--- src/rtl/xdbl_pkg.sv ---
package xdbl_pkg;
  localparam int XEXP_W  = 15;
  localparam int XSIG_W  = 64;
  localparam int XW      = 1 + XEXP_W + XSIG_W;
  localparam int DEXP_W  = 11;
  localparam int DFRAC_W = 52;
  localparam int DW      = 1 + DEXP_W + DFRAC_W;
  localparam int MAG_W   = DW - 1;
  localparam int DROP_W  = XSIG_W - 1 - DFRAC_W;
  localparam int XBIAS   = (1 << (XEXP_W - 1)) - 1;
  localparam int DBIAS   = (1 << (DEXP_W - 1)) - 1;

  localparam logic [MAG_W-1:0] MAX_MAG =
    {{(DEXP_W-1){1'b1}}, 1'b0, {DFRAC_W{1'b1}}};
  localparam logic [MAG_W-1:0] MIN_MAG =
    {{(DEXP_W-1){1'b0}}, 1'b1, {DFRAC_W{1'b0}}};
  localparam logic [DW-1:0] INDEF_PAT =
    {1'b1, {DEXP_W{1'b1}}, 1'b1, {(DFRAC_W-1){1'b0}}};

  typedef enum logic [1:0] {
    KIND_NUM = 2'd0, KIND_ZER = 2'd1, KIND_SPC = 2'd2, KIND_EMP = 2'd3
  } kind_e;

  typedef enum logic [2:0] {
    SUB_INF = 3'd0, SUB_QNAN = 3'd1, SUB_SNAN = 3'd2,
    SUB_INDEF = 3'd3, SUB_DNRM = 3'd4
  } sub_e;

  typedef enum logic [1:0] {
    RM_NEAR = 2'd0, RM_DOWN = 2'd1, RM_UP = 2'd2, RM_CHOP = 2'd3
  } rmode_e;

  typedef struct packed {
    logic [MAG_W-1:0] mag;
    logic             ovf;
  } step_t;

  // Decide whether the truncated magnitude must move one step away from zero.
  function automatic logic f_round_up(input logic [1:0] mode, input logic sgn,
                                      input logic [DROP_W-1:0] drop,
                                      input logic lsb);
    logic half_bit, tail;
    half_bit = drop[DROP_W-1];
    tail     = |drop[DROP_W-2:0];
    case (rmode_e'(mode))
      RM_NEAR: f_round_up = half_bit && (tail || lsb);
      RM_DOWN: f_round_up = sgn && (|drop);
      RM_UP:   f_round_up = !sgn && (|drop);
      default: f_round_up = 1'b0;
    endcase
  endfunction

  // Integer increment of a packed magnitude; a carry into an all-ones
  // exponent is clamped to the largest finite magnitude.
  function automatic step_t f_step_away(input logic [MAG_W-1:0] mag);
    step_t r;
    r.mag = mag + MAG_W'(1);
    r.ovf = &r.mag[MAG_W-1 -: DEXP_W];
    if (r.ovf) r.mag = MAX_MAG;
    return r;
  endfunction
endpackage

--- src/rtl/xdbl_numeric.sv ---
module xdbl_numeric
  import xdbl_pkg::*;
(
  input  logic [XW-1:0] ext,
  input  logic [1:0]    mode,
  output logic [DW-1:0] res,
  output logic          sat_hi,
  output logic          sat_lo,
  output logic          inexact,
  output logic          step_up,
  output logic          step_ovf
);
  localparam int UE_W = XEXP_W + 2;
  localparam logic signed [UE_W-1:0] UE_MIN = UE_W'(1 - DBIAS);
  localparam logic signed [UE_W-1:0] UE_MAX = UE_W'(DBIAS);

  logic                     sgn;
  logic [XEXP_W-1:0]        bexp;
  logic [XSIG_W-1:0]        sig;
  logic signed [UE_W-1:0]   uexp;
  logic signed [UE_W-1:0]   dexp_full;
  logic [MAG_W-1:0]         trunc_mag;
  logic [DROP_W-1:0]        drop;
  step_t                    stepped;

  assign sgn  = ext[XW-1];
  assign bexp = ext[XW-2 -: XEXP_W];
  assign sig  = ext[XSIG_W-1:0];

  // Rebias through a signed intermediate wide enough for both biases.
  assign uexp      = $signed({2'b00, bexp}) - $signed(UE_W'(XBIAS));
  assign dexp_full = uexp + $signed(UE_W'(DBIAS));
  assign sat_lo    = uexp < UE_MIN;
  assign sat_hi    = uexp > UE_MAX;

  assign trunc_mag = {dexp_full[DEXP_W-1:0], sig[XSIG_W-2 -: DFRAC_W]};
  assign drop      = sig[DROP_W-1:0];
  assign inexact   = |drop;

  assign step_up  = !sat_hi && !sat_lo && inexact &&
                    f_round_up(mode, sgn, drop, trunc_mag[0]);
  assign stepped  = f_step_away(trunc_mag);
  assign step_ovf = step_up && stepped.ovf;

  always_comb begin
    if (sat_hi)       res = {sgn, MAX_MAG};
    else if (sat_lo)  res = {sgn, MIN_MAG};
    else if (step_up) res = {sgn, stepped.mag};
    else              res = {sgn, trunc_mag};
  end
endmodule

--- src/rtl/xdbl_special.sv ---
module xdbl_special
  import xdbl_pkg::*;
(
  input  logic [XW-1:0] ext,
  input  logic [2:0]    sub,
  output logic [DW-1:0] res
);
  logic sgn;
  logic [DFRAC_W-1:0] frac;

  assign sgn  = ext[XW-1];
  assign frac = ext[XSIG_W-2 -: DFRAC_W];

  always_comb begin
    case (sub_e'(sub))
      SUB_INF:   res = {sgn, {DEXP_W{1'b1}}, {DFRAC_W{1'b0}}};
      SUB_INDEF: res = INDEF_PAT;
      default:   res = {sgn, {DEXP_W{1'b1}}, frac};
    endcase
  end
endmodule

--- src/rtl/xdbl_convert.sv ---
module xdbl_convert
  import xdbl_pkg::*;
(
  input  logic          clk,
  input  logic          rst_n,
  input  logic          in_valid,
  input  logic [79:0]   in_ext,
  input  logic [1:0]    in_tag,
  input  logic [2:0]    in_sub,
  input  logic [1:0]    rnd_mode,
  output logic          out_valid,
  output logic [63:0]   out_dbl,
  output logic [1:0]    out_tag,
  output logic [2:0]    out_sub,
  output logic          out_dnrm
);
  // Named events used by the checks below.
  logic num_sat_hi, num_sat_lo, num_inexact, num_step_up, num_step_ovf;
  logic is_dnrm, is_inf, is_zero, numeric_sel, accept;
  logic [DW-1:0] num_res, spc_res, nxt_dbl;
  logic [1:0] nxt_tag;
  logic [2:0] nxt_sub;

  assign is_dnrm     = (kind_e'(in_tag) == KIND_SPC) && (sub_e'(in_sub) == SUB_DNRM);
  assign is_inf      = (kind_e'(in_tag) == KIND_SPC) && (sub_e'(in_sub) == SUB_INF);
  assign is_zero     = (kind_e'(in_tag) == KIND_ZER);
  assign numeric_sel = (kind_e'(in_tag) == KIND_NUM) || is_dnrm;
  assign accept      = in_valid && (kind_e'(in_tag) != KIND_EMP);

  xdbl_numeric u_num (
    .ext(in_ext), .mode(rnd_mode), .res(num_res),
    .sat_hi(num_sat_hi), .sat_lo(num_sat_lo), .inexact(num_inexact),
    .step_up(num_step_up), .step_ovf(num_step_ovf)
  );

  xdbl_special u_spc (.ext(in_ext), .sub(in_sub), .res(spc_res));

  always_comb begin
    nxt_dbl = num_res;
    nxt_tag = KIND_NUM;
    nxt_sub = 3'd0;
    if (is_zero) begin
      nxt_dbl = {in_ext[XW-1], {MAG_W{1'b0}}};
      nxt_tag = KIND_ZER;
    end else if (!numeric_sel) begin
      nxt_dbl = spc_res;
      nxt_tag = KIND_SPC;
      nxt_sub = in_sub;
    end
  end

  always_ff @(posedge clk or negedge rst_n) begin
    if (!rst_n) begin
      out_valid <= 1'b0;
      out_dnrm  <= 1'b0;
      out_dbl   <= '0;
      out_tag   <= '0;
      out_sub   <= '0;
    end else begin
      out_valid <= accept;
      out_dnrm  <= accept && is_dnrm;
      if (accept) begin
        out_dbl <= nxt_dbl;
        out_tag <= nxt_tag;
        out_sub <= nxt_sub;
      end
    end
  end

  AST_EXACT_FRAC: assert property (@(posedge clk) disable iff (!rst_n)
    in_valid && numeric_sel && !num_sat_hi && !num_sat_lo && !num_inexact
    |=> out_dbl[DFRAC_W-1:0] == $past(in_ext[XSIG_W-2 -: DFRAC_W]));
  AST_SAT_HIGH: assert property (@(posedge clk) disable iff (!rst_n)
    in_valid && numeric_sel && num_sat_hi |=> out_dbl[MAG_W-1:0] == MAX_MAG);
  AST_SAT_LOW: assert property (@(posedge clk) disable iff (!rst_n)
    in_valid && numeric_sel && num_sat_lo |=> out_dbl[MAG_W-1:0] == MIN_MAG);
  AST_NO_INF_NUM: assert property (@(posedge clk) disable iff (!rst_n)
    out_valid && out_tag == KIND_NUM |-> !(&out_dbl[MAG_W-1 -: DEXP_W]));
  AST_CARRY_CLAMP: assert property (@(posedge clk) disable iff (!rst_n)
    in_valid && numeric_sel && num_step_ovf |=> out_dbl[MAG_W-1:0] == MAX_MAG);
  AST_ZERO_MAG: assert property (@(posedge clk) disable iff (!rst_n)
    in_valid && is_zero |=> out_dbl[MAG_W-1:0] == '0 && out_tag == KIND_ZER);
  AST_INF_PAT: assert property (@(posedge clk) disable iff (!rst_n)
    in_valid && is_inf |=> out_dbl[MAG_W-1:0] == {{DEXP_W{1'b1}}, {DFRAC_W{1'b0}}});
  AST_DNRM_FLAG: assert property (@(posedge clk) disable iff (!rst_n)
    out_dnrm |-> out_valid && out_tag == KIND_NUM);
endmodule

--- config.mk ---
export PLATFORM = sky130hd
export DESIGN_NAME = xdbl_convert
export DESIGN_NICKNAME = d
export VERILOG_FILES = /design/src/rtl/xdbl_pkg.sv /design/src/rtl/xdbl_numeric.sv /design/src/rtl/xdbl_special.sv /design/src/rtl/xdbl_convert.sv
export SDC_FILE = /design/constraint.sdc
export NUM_CORES = 1
export LEC_CHECK = 0
export ABC_AREA = 1
export BUFFER_PORTS_ARGS = -buffer_cell sky130_fd_sc_hd__buf_2
export CORE_ASPECT_RATIO = 0.7
export CORE_MARGIN = 5
export CORE_UTILIZATION = 25
export CTS_BUF_LIST = sky130_fd_sc_hd__clkbuf_4 sky130_fd_sc_hd__clkbuf_8 sky130_fd_sc_hd__clkbuf_16
export DETAILED_ROUTE_END_ITERATION = 12
export GPL_ROUTABILITY_DRIVEN = 0
export GPL_TIMING_DRIVEN = 0
export HOLD_SLACK_MARGIN = 0.02
export PLACE_DENSITY = 0.44
export SKIP_LAST_GASP = 1
export SLEW_MARGIN = 25
export SYNTH_ARGS = -nofsm -noshare
export SYNTH_HDL_FRONTEND = slang
export SYNTH_SLANG_ARGS = --single-unit
--- constraint.sdc ---
create_clock -name clk -period 0.8 [get_ports clk]
set_input_delay 0.16 -clock clk [delete_from_list [all_inputs] [get_ports clk]]
set_output_delay 0.16 -clock clk [all_outputs]
set_load 0.1 [all_outputs]
==> run_results.csv, run 1 <==
group,metric,value,unit
timing,final.setup_skew,0,ns
route,drc,0,
worst_setup_path,crit_slowest_cell,"nor2_4",
route,drt_iter0_markers,946,
timing,rsz0062_at_grt,"yes",
floorplan,die_area,31600,sq um
cells_and_area,layout_common_cells,"nand2_1 (406), inv_1 (112), nor2_1 (95)",
timing,slew_headroom,35.6,%
timing,fin_ws,-1.48,ns
timing,tightest_slew,0.966,ns
worst_setup_path,arrival,2.57,ns
outcome,violations,"hold timing, setup timing",
global_route,grtUsageTotal,21.5,%
route,vias,9317,
yosys,yosysWarningCount,0,
floorplan,initial_core_util,25.3,%
placed_design,hpwl,26500,um
yosys,synthArstFlopShare,100,%
cells_and_area,finish.utilization,43.3,%
worst_setup_path,cp-end-kind,"register",
cells_and_area,nets,1612,
power,power_leakage,5.48,nW
floorplan,die_x,210,um
worst_setup_path,cp_common_cell,"nor2_4",
cells_and_area,final_common_cell,"nand2_1",
yosys,seq_area_frac_synth,25.3,%
placed_design,portBuffers,158,
yosys,synth_cells,1248,
global_route,grt_pass1_wl,52000,um
floorplan,io_pins,161,
yosys,ys_ff_latch,71,
timing,drv_slew,0,
worst_setup_path,required,1.09,ns
hold_path,hold_path_class,"in -> async",
cts,clkTransAtPathRegs,0.06,ns
power,ir_drop,814,uV
cts,cts_buffers,9,
yosys,yosysTopAreaCell,"nand2_1",
route,drtAntennaViolNets,0,
floorplan,die_h,150,um
outcome,status,"finished, violations left",
worst_setup_path,crit_buf_inv,2,
timing,setup_viol,134,
worst_setup_path,crit_chain,"buf_8, ha_4, nand2_4, nor2_4, nand3_4, xor2_2, nand3_1, nor2_2, nor2_4, nor2_4, nand2_4, buf_6, nor2_4, nand2_4, o21bai_1, nand3_1, nand2_1, nand2_1, nand2_1",
cts,cts_root_buf,"clkbuf_16",
global_route,grt_max_degree,49,
floorplan,core_area,27800,sq um
route,wl,34800,um
cts,clock_sink_count,71,
yosys,yosysTopAreaCellShare,26.5,%
placed_design,dp_cells,1778,
timing,period_minus_slack,2.28,ns
cells_and_area,synthToLayoutAreaGrowth,71.3,%
cts,clk_latency,0.35,ns
cts,cts_tree,"built",
cells_and_area,drive_above_1_share,40.1,%
yosys,yosys-top-cells-area,"nand2_1 (26%), dfrtp_1 (25%), nor2_1 (8.5%)",
floorplan,row_count,51,
route,post_drt_via_cell_ratio,4.92,
yosys,syn-cell-area,7020,sq um
worst_setup_path,crit_path_start_kind,"input port",
route,drt_pass1_iterations,6,
timing,max_freq,439,MHz
timing,period_share,285,%
cells_and_area,layout.cells.non_filler,1892,
worst_setup_path,critPathMaxFanout,6,
yosys,syn_nets,1345,
cts,ctsHtreeMaxLevel,3,
yosys,synth-edff-count,0,
global_route,antenna_found_initial,5,
global_route,grt_pass1_vias,8515,
worst_setup_path,slowest_delay,0.23,ns
yosys,synth_cell_type_count,41,
yosys,synth_ff_type,"dfrtp_1",
timing,timing.final.hold_violations,23,
global_route,globalRouteOverflowTotal,0,
worst_setup_path,crit_family,"simple AND/OR/NAND/NOR gates",
worst_setup_path,crit_type,"in -> reg",
power,powerDensity,1550,nW/um^2
cts,cts_buffer_depth,2,
run,max-cap-violations,0,
timing,whs,-0.278,ns
yosys,avgSynthCellArea,5.62,sq um
route,wl_per_cell,18.4,um
## cells in the mapped netlist, drive strengths merged, types with 10 or more instances
cell type,n
a21oi,78
nand3,101
o21ai,42
nor2,172
nand4,35
nor3,20
nand2,507
clkbuf,28
buf,10
inv,126
dfrtp,71
## registers in the layout, summed over array words and instances, names as in the netlist
name and count:
out_valid 1, out_dbl 64, out_sub 3, out_tag 2, out_dnrm 1
## report_power, final
group,internal (mW),total (mW),switching [mW]
combinational,3.36,9.80,6.44
clock,2.19,3.97,1.77
sequential,4.32,4.87,0.551
## per-layer routing
metal / track usage [%] / vias up / wire length [um]
met5: 0 / - / 25
met4: 4.14 / 4 / 625
met3: 6.29 / 49 / 3440
met2: 30.1 / 397 / 14100
met1: 32.6 / 4336 / 16700
li1: - / 4531 / -
## path summary, 6_finish.rpt
path	startpoint	to	slack, ns	cells past startpoint
worst min-delay path	rst_n	out_sub[1]	-0.28	1
worst min register to register	out_dbl[23]	out_dbl[23]	0.55	2
worst max register to register	out_dbl[46]	out_dbl[46]	-0.16	4
max in group asynchronous	rst_n	out_dbl[16]	0.45	2
worst max-delay path	in_ext[64]	out_dbl[41]	-1.48	19
min in group clk	in_valid	out_tag[0]	0.05	3
## stage by stage
step | setup TNS [ns] | hold WS [ns] | power (mW) | worst slack (ns) | instance area (sq um)
floorplan | -91.82 | -0.136 | 10.1 | -1.47 | 7440
global placement | -254.99 | 0.400 | 11.9 | -2.66 | 8690
detailed placement | -168.04 | 0.114 | 11.9 | -2.70 | 8720
CTS | -112.30 | -0.276 | 18.5 | -1.43 | 11500
global route | -124.38 | -0.260 | 19.4 | -1.62 | 12000
finish | -113.24 | -0.278 | 18.6 | -1.48 | 12000
## cell type report
class                   instances  area (sq um)
well taps                     371           464
fillers                      2930         15700
plain buffers                  37           292
repair buffers                257          2800
flip-flops and latches         71          1980
clock buffers                  10           239
multi-input cells            1013          5700
clock inverters                 6          45.0
inverters                     126           499
diodes                          1          2.50
## cells by family (layout without fill, tap and decap cells)
| logic type | Yosys count | in the layout | share of synthesized area (%) |
|---|---|---|---|
| flops | 71 | 71 | 25.3 |
| buf+inv | 164 | 436 | 9.29 |
| compound gates | 144 | 144 | 11.2 |
| simple gates | 851 | 851 | 51.6 |
| xor+xnor | 11 | 11 | 1.37 |
| fa+ha+maj | 7 | 7 | 1.25 |
| other cells | 0 | 1 | 0 |
## worst register-to-register path: cells and delay by family (launching register included)
kind                   cells  cell delay, ns
flip-flops                 1            0.49
AND/OR/NAND/NOR            2            0.10
buffers and inverters      2            0.27
## what timing repair did
action | 4_1_cts | 5_1_grt
setup buffers | 71 | 24
pin swaps | 72 | 53
endpoints found under the hold margin | 23 | 23
cloned | 4 | 0
setup endpoints to repair | 141 | 141
gates resized for setup | 508 | 112
Power figures use the tool's default switching activity.
==> run 2: changes to the inputs <==
--- a/config.mk
+++ b/config.mk
@@ -5,10 +5,10 @@
 export SDC_FILE = /design/constraint.sdc
 export NUM_CORES = 1
 export LEC_CHECK = 0
-export ABC_AREA = 1
+export ABC_AREA = 0
 export BUFFER_PORTS_ARGS = -buffer_cell sky130_fd_sc_hd__buf_2
 export CORE_ASPECT_RATIO = 0.7
-export CORE_MARGIN = 5
+export CORE_MARGIN = 4
 export CORE_UTILIZATION = 25
 export CTS_BUF_LIST = sky130_fd_sc_hd__clkbuf_4 sky130_fd_sc_hd__clkbuf_8 sky130_fd_sc_hd__clkbuf_16
 export DETAILED_ROUTE_END_ITERATION = 12
==> run 2 against run 1 <==
  * Non-clock buffer count decreased by 13
  * Clock power increased by 14%
  * Clock-buffer cell count unchanged
  * Design area decreased by 8.9%
  * Flip-flop and latch count unchanged
  * The flow still finishes with violations (hold timing, setup timing)
  * Synthesized cell count decreased by 34%
  * Die area decreased by 11%
  * Combinational power decreased by 6.2%
  * Area after synthesis decreased by 9.8%
  * Cell count decreased by 27%
  * Worst hold slack improved by 0.075 ns
  * First-iteration DRC count decreased by 40%
  * Critical endpoint is now out_dbl[51]
==> run_results.csv, run 2 <==
group,metric,value,unit
cts,clkTransAtPathRegs,0.06,ns
route,wl_per_cell,22.7,um
worst_setup_path,crit_type,"in -> reg",
global_route,grt_pass1_wl,46500,um
worst_setup_path,crit_slowest_cell,"or4_4",
yosys,synth_cell_type_count,73,
yosys,yosys-top-cells-area,"dfrtp_1 (28%), a22o_1 (5.8%), a21oi_1 (5.1%)",
worst_setup_path,crit_family,"simple AND/OR/NAND/NOR gates",
route,drt_iter0_markers,572,
outcome,status,"finished, violations left",
worst_setup_path,crit_chain,"buf_12, ha_4, nand3_4, or4_4, or3_4, or4_4, a211oi_1, o211ai_1, nor4_1, nand4_1, and2_4, buf_12, clkbuf_16, o21ai_4, a22o_1",
cts,clk_latency,0.35,ns
yosys,yosys.area_share.simple,27.9,%
timing,rsz0062_at_grt,"yes",
cts,ctsHtreeMaxLevel,3,
outcome,violations,"hold timing, setup timing",
route,drtAntennaViolNets,0,
yosys,synthAdderAreaFrac,1.38,%
route,wl,31400,um
worst_setup_path,cp-end-kind,"register",
hold_path,hold_path_class,"in -> async",
yosys,avgSynthCellArea,7.73,sq um
worst_setup_path,crit_buf_inv,3,
yosys,synth_most_common_cell,"nor2_1",
timing,slew_headroom,28.3,%
worst_setup_path,reg2reg_from,"out_dbl[43]",
worst_setup_path,slowest_delay,0.53,ns
worst_setup_path,critPathMaxFanout,7,
worst_setup_path,r2r_slack,-0.34,ns
yosys,yosysTopAreaCellShare,28.1,%
timing,tightest_slew,1.08,ns
yosys,synth_mux_area_share,0.830,%
yosys,synth_cells,819,
timing,setup_tns,-173.28,ns
global_route,grtUsageTotal,21.7,%
yosys,synth_top_family_by_area,"compound AO/OA/AOI/OAI gates",
yosys,yosysWarningCount,0,
global_route,globalRouteOverflowTotal,0,
yosys,synth_commonest_cells,"nor2_1 (84), dfrtp_1 (71), a21oi_1 (65)",
floorplan,io_pins,161,
cells_and_area,synthToLayoutAreaGrowth,73.0,%
yosys,seq_area_frac_synth,28.1,%
worst_setup_path,critical_path.endpoint,"out_dbl[51]",
placed_design,portBuffers,150,
cts,clock_sink_count,71,
floorplan,die_area,28000,sq um
floorplan,initial_core_util,25.5,%
cts,cts_tree,"built",
worst_setup_path,crit_path_start_kind,"input port",
timing,final.setup_skew,0,ns
timing,whs,-0.203,ns
power,ir_drop,1200,uV
floorplan,die_x,198,um
cells_and_area,final_common_cell,"buf_12",
cts,cts_root_buf,"clkbuf_16",
cells_and_area,largest_register_ffs,64,
worst_setup_path,arrival,3.59,ns
power,power_leakage,4.17,nW
worst_setup_path,required,1.10,ns
yosys,synth-edff-count,0,
yosys,yosysTopAreaCell,"dfrtp_1",
timing,setup_viol,137,
route,drt_pass1_iterations,5,
cts,cts_buffer_depth,2,
yosys,synth_compound_area_share,28.2,%
global_route,antenna_found_initial,3,
yosys,ys_ff_latch,71,
global_route,grt_pass1_vias,7334,
timing,max_freq,304,MHz
timing,timing.final.hold_violations,39,
global_route,grt_max_degree,41,
yosys,synth_ff_type,"dfrtp_1",
timing,fin_ws,-2.49,ns
floorplan,core_area,24800,sq um
cells_and_area,final_area,11000,sq um
yosys,syn_nets,916,
power,powerDensity,1690,nW/um^2
route,drc,0,
cells_and_area,nets,1146,
floorplan,die_h,141,um
yosys,synthArstFlopShare,100,%
run,max-cap-violations,0,
worst_setup_path,startpoint,"in_ext[11]",
cts,cts_buffers,9,
cells_and_area,layout.cells.non_filler,1381,
power,fin_total_pwr,18.5,mW
worst_setup_path,r2r.worst_path.cells,4,
floorplan,row_count,48,
worst_setup_path,path_depth,15,
route,post_drt_via_cell_ratio,5.49,
timing,period_share,412,%
cells_and_area,layout_common_cells,"buf_12 (80), nor2_1 (77), buf_2 (69)",
yosys,synthXorXnorAreaFrac,8.46,%
timing,drv_slew,0,
yosys,syn-cell-area,6330,sq um
timing,period_minus_slack,3.29,ns
cells_and_area,drive_above_1_share,44.7,%
cells_and_area,reg_top3,"out_dbl (64), out_sub (3), out_tag (2)",
cells_and_area,finish.utilization,44.2,%
worst_setup_path,rr_endpoint,"out_dbl[43]",
route,vias,7582,
placed_design,hpwl,23300,um
cells_and_area,regMostFlops,"out_dbl",
placed_design,placed_area,8130,sq um
placed_design,dp_cells,1295,
run 2: how the worst min path moves through the flow:
stage,slack (ns),cells past startpoint,end,start
after floorplan,-0.14,0,out_dbl[10],rst_n
after global placement,0.44,2,out_sub[2],in_sub[2]
after detailed placement,0.19,1,out_dbl[40],rst_n
after CTS,-0.19,1,out_dbl[62],rst_n
after global routing,-0.17,1,out_dnrm,rst_n
final,-0.20,1,out_dbl[41],rst_n
run 2: area by class of cell:
cell class,count,area [sq um]
Multi-Input combinational cell,673,5120
Inverter,13,52.6
Timing Repair Buffer,222,2540
Fill cell,2428,13800
Clock buffer,10,239
Tap cell,325,407
Sequential cell,71,1970
Antenna cell,2,5.00
Buffer,59,542
Clock inverter,6,83.8
run 2: layer usage:
layer / GRT usage, % / part of all wire (%) / up-vias
met4: 3.69 / 0.85 / 0
met3: 6.16 / 8.7 / 21
li1: - / - / 3560
met1: 34.9 / 50 / 3714
met2: 28.3 / 40 / 287
met5: 0 / 0 / -
run 2: metrics by stage:
stage                     hold WS, ns  setup slack, ns
after floorplan                -0.136            -2.55
after global placement          0.439            -3.58
after detailed placement        0.191            -3.58
after CTS                      -0.194            -2.43
after global routing           -0.166            -2.55
final                          -0.203            -2.49
run 2: what timing repair did:
action | 4_1_cts | 5_1_grt
hold endpoints to repair | 39 | 39
cloned | 2 | 2
buffers inserted | 54 | 16
resized for setup | 417 | 67
endpoints found under the setup margin | 137 | 140
pin swaps | 58 | 41
run 2: power breakdown:
part / switching (mW) / internal (mW) / leakage [nW]
logic: 5.81 / 3.37 / 3.18
registers: 0.570 / 4.24 / 0.833
clock network: 1.72 / 2.80 / 0.162
run 2: cell families (layout without fill, tap and decap cells):
| kind of cell | after synthesis | in the layout |
|---|---|---|
| buffers and inverters | 75 | 310 |
| adders and majority gates | 7 | 7 |
| muxes | 5 | 5 |
| other | 0 | 2 |
| and+or+nand+nor | 339 | 339 |
| DFF | 71 | 71 |
| xor gates and xnor gates | 59 | 59 |
| AOI/OAI and AO/OA | 263 | 263 |
